**src/rtl/dbk_pkg.sv**
```systemverilog
package dbk_pkg;
  // Direction of a data access as seen on acc_is_store
  typedef enum logic {
    ACC_LOAD  = 1'b0,
    ACC_STORE = 1'b1
  } acc_dir_e;
endpackage

```
**src/rtl/dbk_mask_norm.sv**
```systemverilog
// Keeps the leading run of ones of the mask field and clears every bit
// from the first zero downward, giving an aligned power-of-two window.
module dbk_mask_norm #(
  parameter int MASK_W = 6
) (
  input  logic [MASK_W-1:0] field_in,
  output logic [MASK_W-1:0] field_out
);
  int  lead;
  logic run;

  always_comb begin
    lead = 0;
    run  = 1'b1;
    for (int i = MASK_W - 1; i >= 0; i--) begin
      if (run && field_in[i]) lead = lead + 1;
      else run = 1'b0;
    end
    for (int i = 0; i < MASK_W; i++) begin
      field_out[i] = (i >= MASK_W - lead);
    end
  end
endmodule

```
**src/rtl/dbk_pair.sv**
```systemverilog
module dbk_pair
  import dbk_pkg::*;
#(
  parameter int ADDR_W = 32,
  parameter int MASK_W = 6
) (
  input  logic              clk,
  input  logic              rst,
  input  logic              wr_base,
  input  logic              wr_ctrl,
  input  logic [ADDR_W-1:0] wdata,
  input  logic              acc_valid,
  input  logic              acc_is_store,
  input  logic [ADDR_W-1:0] acc_addr,
  output logic              hit
);
  localparam int ST_BIT = ADDR_W - 1;
  localparam int LD_BIT = ADDR_W - 2;

  logic [ADDR_W-1:0] base_q;
  logic [MASK_W-1:0] field_q;
  logic [MASK_W-1:0] field_n;
  logic              ld_q, st_q;
  logic [ADDR_W-1:0] cmp_mask;
  logic              dir_ok;
  logic              unused_ctrl_bits;

  assign unused_ctrl_bits = ^wdata[LD_BIT-1:MASK_W];

  dbk_mask_norm #(.MASK_W(MASK_W)) u_norm (
    .field_in  (wdata[MASK_W-1:0]),
    .field_out (field_n)
  );

  always_ff @(posedge clk) begin
    if (rst) begin
      base_q  <= '0;
      field_q <= '1;
      ld_q    <= 1'b0;
      st_q    <= 1'b0;
    end else begin
      if (wr_base) base_q <= wdata;
      if (wr_ctrl) begin
        field_q <= field_n;
        ld_q    <= wdata[LD_BIT];
        st_q    <= wdata[ST_BIT];
      end
    end
  end

  assign cmp_mask = {{(ADDR_W-MASK_W){1'b1}}, field_q};
  assign dir_ok   = (acc_dir_e'(acc_is_store) == ACC_STORE) ? st_q : ld_q;
  assign hit      = acc_valid && dir_ok && (((acc_addr ^ base_q) & cmp_mask) == '0);
endmodule

```
**src/rtl/dbk_unit.sv**
```systemverilog
module dbk_unit #(
  parameter int ADDR_W    = 32,
  parameter int MASK_W    = 6,
  parameter int NUM_PAIRS = 2,
  localparam int IDX_W    = (NUM_PAIRS > 1) ? $clog2(NUM_PAIRS) : 1
) (
  input  logic                 clk,
  input  logic                 rst,
  input  logic                 cfg_we,
  input  logic                 cfg_is_ctrl,
  input  logic [IDX_W-1:0]     cfg_idx,
  input  logic [ADDR_W-1:0]    cfg_wdata,
  input  logic                 acc_valid,
  input  logic                 acc_is_store,
  input  logic [ADDR_W-1:0]    acc_addr,
  output logic [NUM_PAIRS-1:0] hit
);
  for (genvar p = 0; p < NUM_PAIRS; p++) begin : g_pair
    logic sel;
    assign sel = cfg_we && (cfg_idx == IDX_W'(p));
    dbk_pair #(.ADDR_W(ADDR_W), .MASK_W(MASK_W)) u_pair (
      .clk          (clk),
      .rst          (rst),
      .wr_base      (sel && !cfg_is_ctrl),
      .wr_ctrl      (sel && cfg_is_ctrl),
      .wdata        (cfg_wdata),
      .acc_valid    (acc_valid),
      .acc_is_store (acc_is_store),
      .acc_addr     (acc_addr),
      .hit          (hit[p])
    );
  end
endmodule

```
**config.mk**
```make
export PLATFORM = sky130hd
export DESIGN_NAME = dbk_unit
export DESIGN_NICKNAME = d
export VERILOG_FILES = /design/src/rtl/dbk_pkg.sv /design/src/rtl/dbk_mask_norm.sv /design/src/rtl/dbk_pair.sv /design/src/rtl/dbk_unit.sv
export SDC_FILE = /design/constraint.sdc
export NUM_CORES = 1
export LEC_CHECK = 0
export BUFFER_PORTS_ARGS = -buffer_cell sky130_fd_sc_hd__buf_2
export CAP_MARGIN = 5
export CORE_ASPECT_RATIO = 1.5
export CORE_MARGIN = 4
export CORE_UTILIZATION = 40
export CTS_CLUSTER_DIAMETER = 30
export DETAILED_ROUTE_END_ITERATION = 6
export PLACE_DENSITY_LB_ADDON = 0.12
export SYNTH_ARGS = -nofsm -noshare
export SYNTH_HDL_FRONTEND = slang
export SYNTH_HIERARCHICAL = 1
export SYNTH_SLANG_ARGS = --single-unit
```
**constraint.sdc**
```tcl
create_clock -name clk -period 4 [get_ports clk]
set_clock_uncertainty 0.2 [all_clocks]
set_input_delay 0.2 -clock clk [delete_from_list [all_inputs] [get_ports clk]]
set_output_delay 0.2 -clock clk [all_outputs]
set_load 0.02 [all_outputs]
```
* Yosys cells after proc, flatten, opt, wreduce, memory -nomap -nowiden
Cells that the tools add are included.
Cells by class: $add $sub $neg 6, order comparisons 6, multiplexer cells 13, bitwise gates (word level) 5, reductions and logical operators 18
Operator list (count):
- $add 32x2->32 const B | 5
- $mux 32 | 5
- $and 32x32->32 | 2
- $ge 3x32->1 const A | 2
- $ge 4x32->1 const A | 2
- $logic_not 32->1 | 2
- $xor 32x32->32 | 2
- $ge 1x32->1 const A | 1
- $ge 2x32->1 const A | 1
- $sub 4x32->32 const A | 1
- $logic_and 1x1->1 | 15
- $mux 1 | 8
- $logic_not 1->1 | 1
- $not 1->1 | 1
Storage, ports and cells: bits in registers 80, input bits 71, output and inout port bits 2, logic and storage cells 56

* Longest topological paths before layout
depth after elaboration 13, mapped depth 15, mapped depth without buffers 15

* By module
The synthesis kept the hierarchy.
By module, submodules not included:
- dbk_pair | instances 2, cells each 176, area an instance 1784.2 µm², sequential area each 800.8 µm²
- dbk_mask_norm | instances 2, cells each 64, area an instance 454.2 µm², sequential area each 0.0 µm²
- dbk_unit | instances 1, cells each 4, area an instance 37.5 µm², sequential area each 0.0 µm²

* Worst setup path before layout
Ideal clock, no wire load.
path kind in2reg, start input port cfg_wdata[5], end register g_pair[0].u_pair.field_q[4], library setup time 0.120 ns, arrival time 2.860 ns, required time 3.680 ns, path slack 0.821 ns, stages on the path 14, path buffers 0, path through and2_1 ha_1 o21a_1 ha_1 nand3_1 nand2_1 ha_1 mux2i_1 o21ai_0 ha_1 inv_1 a211oi_1 a311oi_1 a211o_1
On the way: cells in the longest elaborated chain, start to end 13, elaborated cells on any way between the ends 23, those cells by class add/sub (6); order compare (1); mux (11); reduce/logical (5)
RTL lines:
- start, declared | line dbk_unit.sv:12 | input logic [ADDR_W-1:0] cfg_wdata,
- $mux 1 | line dbk_mask_norm.sv:16 | if (run && field_in[i]) lead = lead + 1;
- $add 32x2->32 or $logic_and 1x1->1 (tied branches) | line dbk_mask_norm.sv:16
- $mux 32 or $mux 1 (tied branches) | line dbk_mask_norm.sv:16
- $add 32x2->32 or $logic_and 1x1->1 (tied branches) | line dbk_mask_norm.sv:16
- $mux 32 or $mux 1 (tied branches) | line dbk_mask_norm.sv:16
- $add 32x2->32 or $logic_and 1x1->1 (tied branches) | line dbk_mask_norm.sv:16
- $mux 32 or $mux 1 (tied branches) | line dbk_mask_norm.sv:16
- $add 32x2->32 or $logic_and 1x1->1 (tied branches) | line dbk_mask_norm.sv:16
- $mux 32 or $mux 1 (tied branches) | line dbk_mask_norm.sv:16
- $add 32x2->32 or $logic_and 1x1->1 (tied branches) | line dbk_mask_norm.sv:16
- $mux 32 * | line dbk_mask_norm.sv:16
- $sub 4x32->32 * | line dbk_mask_norm.sv:20 | field_out[i] = (i >= MASK_W - lead);
- $ge 4x32->1 * | line dbk_mask_norm.sv:20
- named net g_pair[0].u_pair.field_n[4] | line dbk_pair.sv:22 | logic [MASK_W-1:0] field_n;
- end signal, assigned | line dbk_pair.sv:44 | field_q <= field_n;
- end, declared | line dbk_pair.sv:21 | logic [MASK_W-1:0] field_q;
Mark *: on every way through the listed nets, which the timed path passes. The rest lies on a longest branch. A chain may end at the register's enable or synchronous reset.

* Worst setup path after layout
start input port cfg_wdata[3], end register g_pair[1].u_pair.field_q[4]
On the way: cells in the longest elaborated chain, start to end 10, elaborated cells on any way between the ends 16, those cells by class add/sub (4); order compare (1); mux (7); reduce/logical (4)
RTL lines (line):
- $logic_and 1x1->1 * | dbk_mask_norm.sv:16
- $mux 32 or $mux 1 (tied branches) | dbk_mask_norm.sv:16
- $add 32x2->32 or $logic_and 1x1->1 (tied branches) | dbk_mask_norm.sv:16
- $mux 32 or $mux 1 (tied branches) | dbk_mask_norm.sv:16
- $add 32x2->32 or $logic_and 1x1->1 (tied branches) | dbk_mask_norm.sv:16
- $mux 32 or $mux 1 (tied branches) | dbk_mask_norm.sv:16
- $add 32x2->32 or $logic_and 1x1->1 (tied branches) | dbk_mask_norm.sv:16
- $mux 32 * | dbk_mask_norm.sv:16
- $sub 4x32->32 * | dbk_mask_norm.sv:20
- $ge 4x32->1 * | dbk_mask_norm.sv:20
- named net g_pair[1].u_pair.field_n[4] | dbk_pair.sv:22
- end signal, assigned | dbk_pair.sv:44
- end, declared | dbk_pair.sv:21
Marked as above.

==> flow_summary.ini <==
[clocking]
cts-resized-gates = 0
clock_path_buffers = 2
cts_buffers = 9
post_cts.repair.setup_buffers = 0
cts_root_buf = clkbuf_16
path_clk_slew_ns = 0.05
cts_tree = done
cts.sinks = 80
clock_latency_ns = 0.33
cts.htree.levels = 3

[global_routing]
grtUsageTotal_pct = 16.0
grt_antenna_before_repair = 0
grt_pass1_vias = 3638
grt_pass1_wl_mm = 16.7
grt_max_degree = 51
overflow = 0

[worst_hold_path]
hold_depth = 3
hp-class = in2reg

[sta]
min_period_ns = 3.34
hold_viol = 0
worst_pin_slew_ns = 1.08
hold_ws_ns = 0.0324
finalSetupViolCount = 0
slew_headroom_pct = 27.8
fin_crit_sh_pct = 83.5
grt_setup_unrepaired = false
final.setup.worst_slack_ns = 0.660
fin_setup_tns_ns = 0
max_freq_mhz = 299
slew_violations = 0

[die]
die_y_um = 138
die-area_um2 = 13100
start_util_pct = 40.8
io_pins = 73
die_w_um = 94.7
fp-row-count = 47
core_um2 = 11100

[power_and_ir_drop]
combPwrFrac_pct = 14.8
sw_frac_of_total_pct = 24.9
ir_worst_vdd_mv = 0.177
pwr_density_cell_nw_per_um2 = 332
clockPowerShare_pct = 38.8
p_leak_uw = 0.00233
p_seq_share_pct = 46.4
p_int_uw = 1370
p_sw_uw = 454

[detailed_routing]
viasPerCell = 4.98
firstDrtPassIters = 4
drt-initial-drc-count = 89
ant_nets = 0
wl_per_cell_um = 14.1
wirelength_mm = 10.2
vias = 3604
route.detailed.drc = 0

[place]
dp_slack_ns = 0.315
gp_congestion = 0.772
io_buffer_count = 72
hpwl_mm = 7.53
dp.cells = 683

[synth]
ys_top_cells_by_area = dfxtp_1 (35%), mux2i_1 (16%), xor2_1 (11%), nor2_1 (6.3%), ha_1 (4.4%)
syn_nets = 571
synth_edf_count = 0
syn_inst = 484
synth_most_common_cell = dfxtp_1
yosysTopAreaCell = dfxtp_1
yosysSeqAreaShare_pct = 35.5
synth-seq-cells = 80
synth_warnings = 6
ys.flop_type = dfxtp_1
synth_commonest_cells = dfxtp_1 (80), nor2_1 (76), mux2i_1 (72)
synth.avg_cell_area_um2 = 9.33
ys_types = 37
async_reset_ff_share_pct = 0
yosys.area.top_type_share_pct = 35.5
netlist_area_um2 = 4510

[critical_path]
crit_path_max_fanout = 8
cp_cell_sequence = buf_2 -> inv_1 -> a21boi_0 -> ha_1 -> o21a_1 -> ha_1 -> nand3_1 -> nand2_1 -> ha_1 -> mux2i_1 -> o21ai_0 -> ha_1 -> inv_1 -> a211oi_1 -> a311oi_1 -> a211o_1
path_delay_family = compound AO/OA/AOI/OAI gates
path_class = in2reg
end_kind = flop
cp-start-kind = primary input
cp_slowest_cell = ha_1
rr_endpoint = g_pair[0].u_pair/field_q[5]
crit_buf_inv = 3
startpoint = cfg_wdata[3]
cp.required_ns = 4.01
crit_path_end = g_pair[1].u_pair/field_q[4]
worst-r2r-cell-count = 2
cpPeakStageDelay_ns = 0.33
cp.depth = 16
cp.arrival_ns = 3.35
r2r-start = g_pair[0].u_pair/field_q[5]
rrSetupSlack_ns = 3.01
crit_top_cell = ha_1

[outcome]
status = completed

[flow_run]
maxCapViolations = 0

[finish]
final_nets = 660
drive_gt1_share_pct = 17.3
fillers = 1070
area_growth_pct = 21.5
final_cells = 724
ff_latch_area_um2 = 1600
antennaDiodeCount = 0
multi_input_area_um2 = 2770
[kinds of logic (layout without fill, tap and decap cells)]
| kind of cell | Yosys count | count (layout) | synth area share, % |
|---|---|---|---|
| other | 2 | 2 | 0.166 |
| adders and majority gates | 16 | 16 | 4.43 |
| muxes | 72 | 72 | 16.0 |
| DFF | 80 | 80 | 35.5 |
| xor gates and xnor gates | 66 | 66 | 12.8 |
| and+or+nand+nor | 164 | 164 | 18.3 |
| AOI/OAI and AO/OA | 52 | 52 | 9.53 |
| buffers and inverters | 32 | 125 | 3.27 |
[tightest hold or removal path, cell delays in order]
cell     delay [ns]
buf_2          0.16
mux2i_1        0.09
nor2_1         0.08
[routing by layer]
metal / part of all wire, % / up-vias / track usage, %
li1: - / 1873 / -
met1: 43 / 1666 / 18.3
met2: 52 / 55 / 29.3
met3: 3.5 / 10 / 3.04
met4: 1.5 / 0 / 5.25
met5: 0 / - / 0
[state kept, by name, indices dropped and copies added, names as in the netlist]
signal                 cells
g_pair.u_pair/base_q      64
g_pair.u_pair/field_q     12
g_pair.u_pair/ld_q         2
g_pair.u_pair/st_q         2
[cell usage in the layout, fill, tap and decap left out, drive strengths merged, types with 4 or more instances in the layout]
cell type	instances
dfxtp	80
nor2	76
buf	74
mux2i	72
xor2	56
dlygate4sd3	26
nand2	18
ha	16
nor2b	14
a211o	12
nand3	12
nor4	12
clkbuf	11
xnor2	10
inv	10
nand4	8
o211ai	8
and3	7
o21a	6
o21ai	6
and2	6
a22oi	4
o2111ai	4
a311oi	4
and3b	4
a21boi	4
and4	4
[metrics by stage]
stage          util, %  instance area (um^2)  power, uW
3_3_place_gp      45.0                  4970       1110
3_5_place_dp      45.0                  4970       1110
2_1_floorplan        -                  4510       1020
6_report          49.6                  5490       1820
5_1_grt           49.6                  5490       1910
4_1_cts           49.6                  5490       1850
[worst min path at each step]
stage / slack [ns] / end / start
finish: 0.03 / g_pair[1].u_pair/base_q[3] / cfg_wdata[3]
global route: 0.05 / g_pair[0].u_pair/base_q[3] / cfg_wdata[3]
CTS: 0.02 / g_pair[1].u_pair/base_q[3] / cfg_wdata[3]
detailed placement: 0.26 / g_pair[0].u_pair/base_q[8] / cfg_wdata[8]
global placement: 0.25 / g_pair[0].u_pair/base_q[6] / cfg_wdata[6]
floorplan: 0.15 / g_pair[0].u_pair/ld_q / cfg_wdata[30]
[layout make-up]
class / instances / share of cell area (%)
clock inverters: 4 / 0.410
flip-flops and latches: 80 / 29.2
well taps: 147 / 3.35
clock buffers: 11 / 4.24
multi-input cells: 372 / 50.5
inverters: 10 / 0.684
repair buffers: 100 / 11.6
[power groups by stage]
stage | clock network (uW) | registers (uW) | logic (uW)
floorplan | 0 | 858 | 161
global placement | 0 | 862 | 247
detailed placement | 0 | 863 | 251
CTS | 727 | 846 | 273
global route | 758 | 849 | 303
finish | 708 | 846 | 270
[timing repair]
action | 4_1_cts | 5_1_grt
hold buffers | 26 | 0
endpoints found under the hold margin | 56 | 0
setup endpoints to repair | 0 | 0
Power figures use the tool's default switching activity.
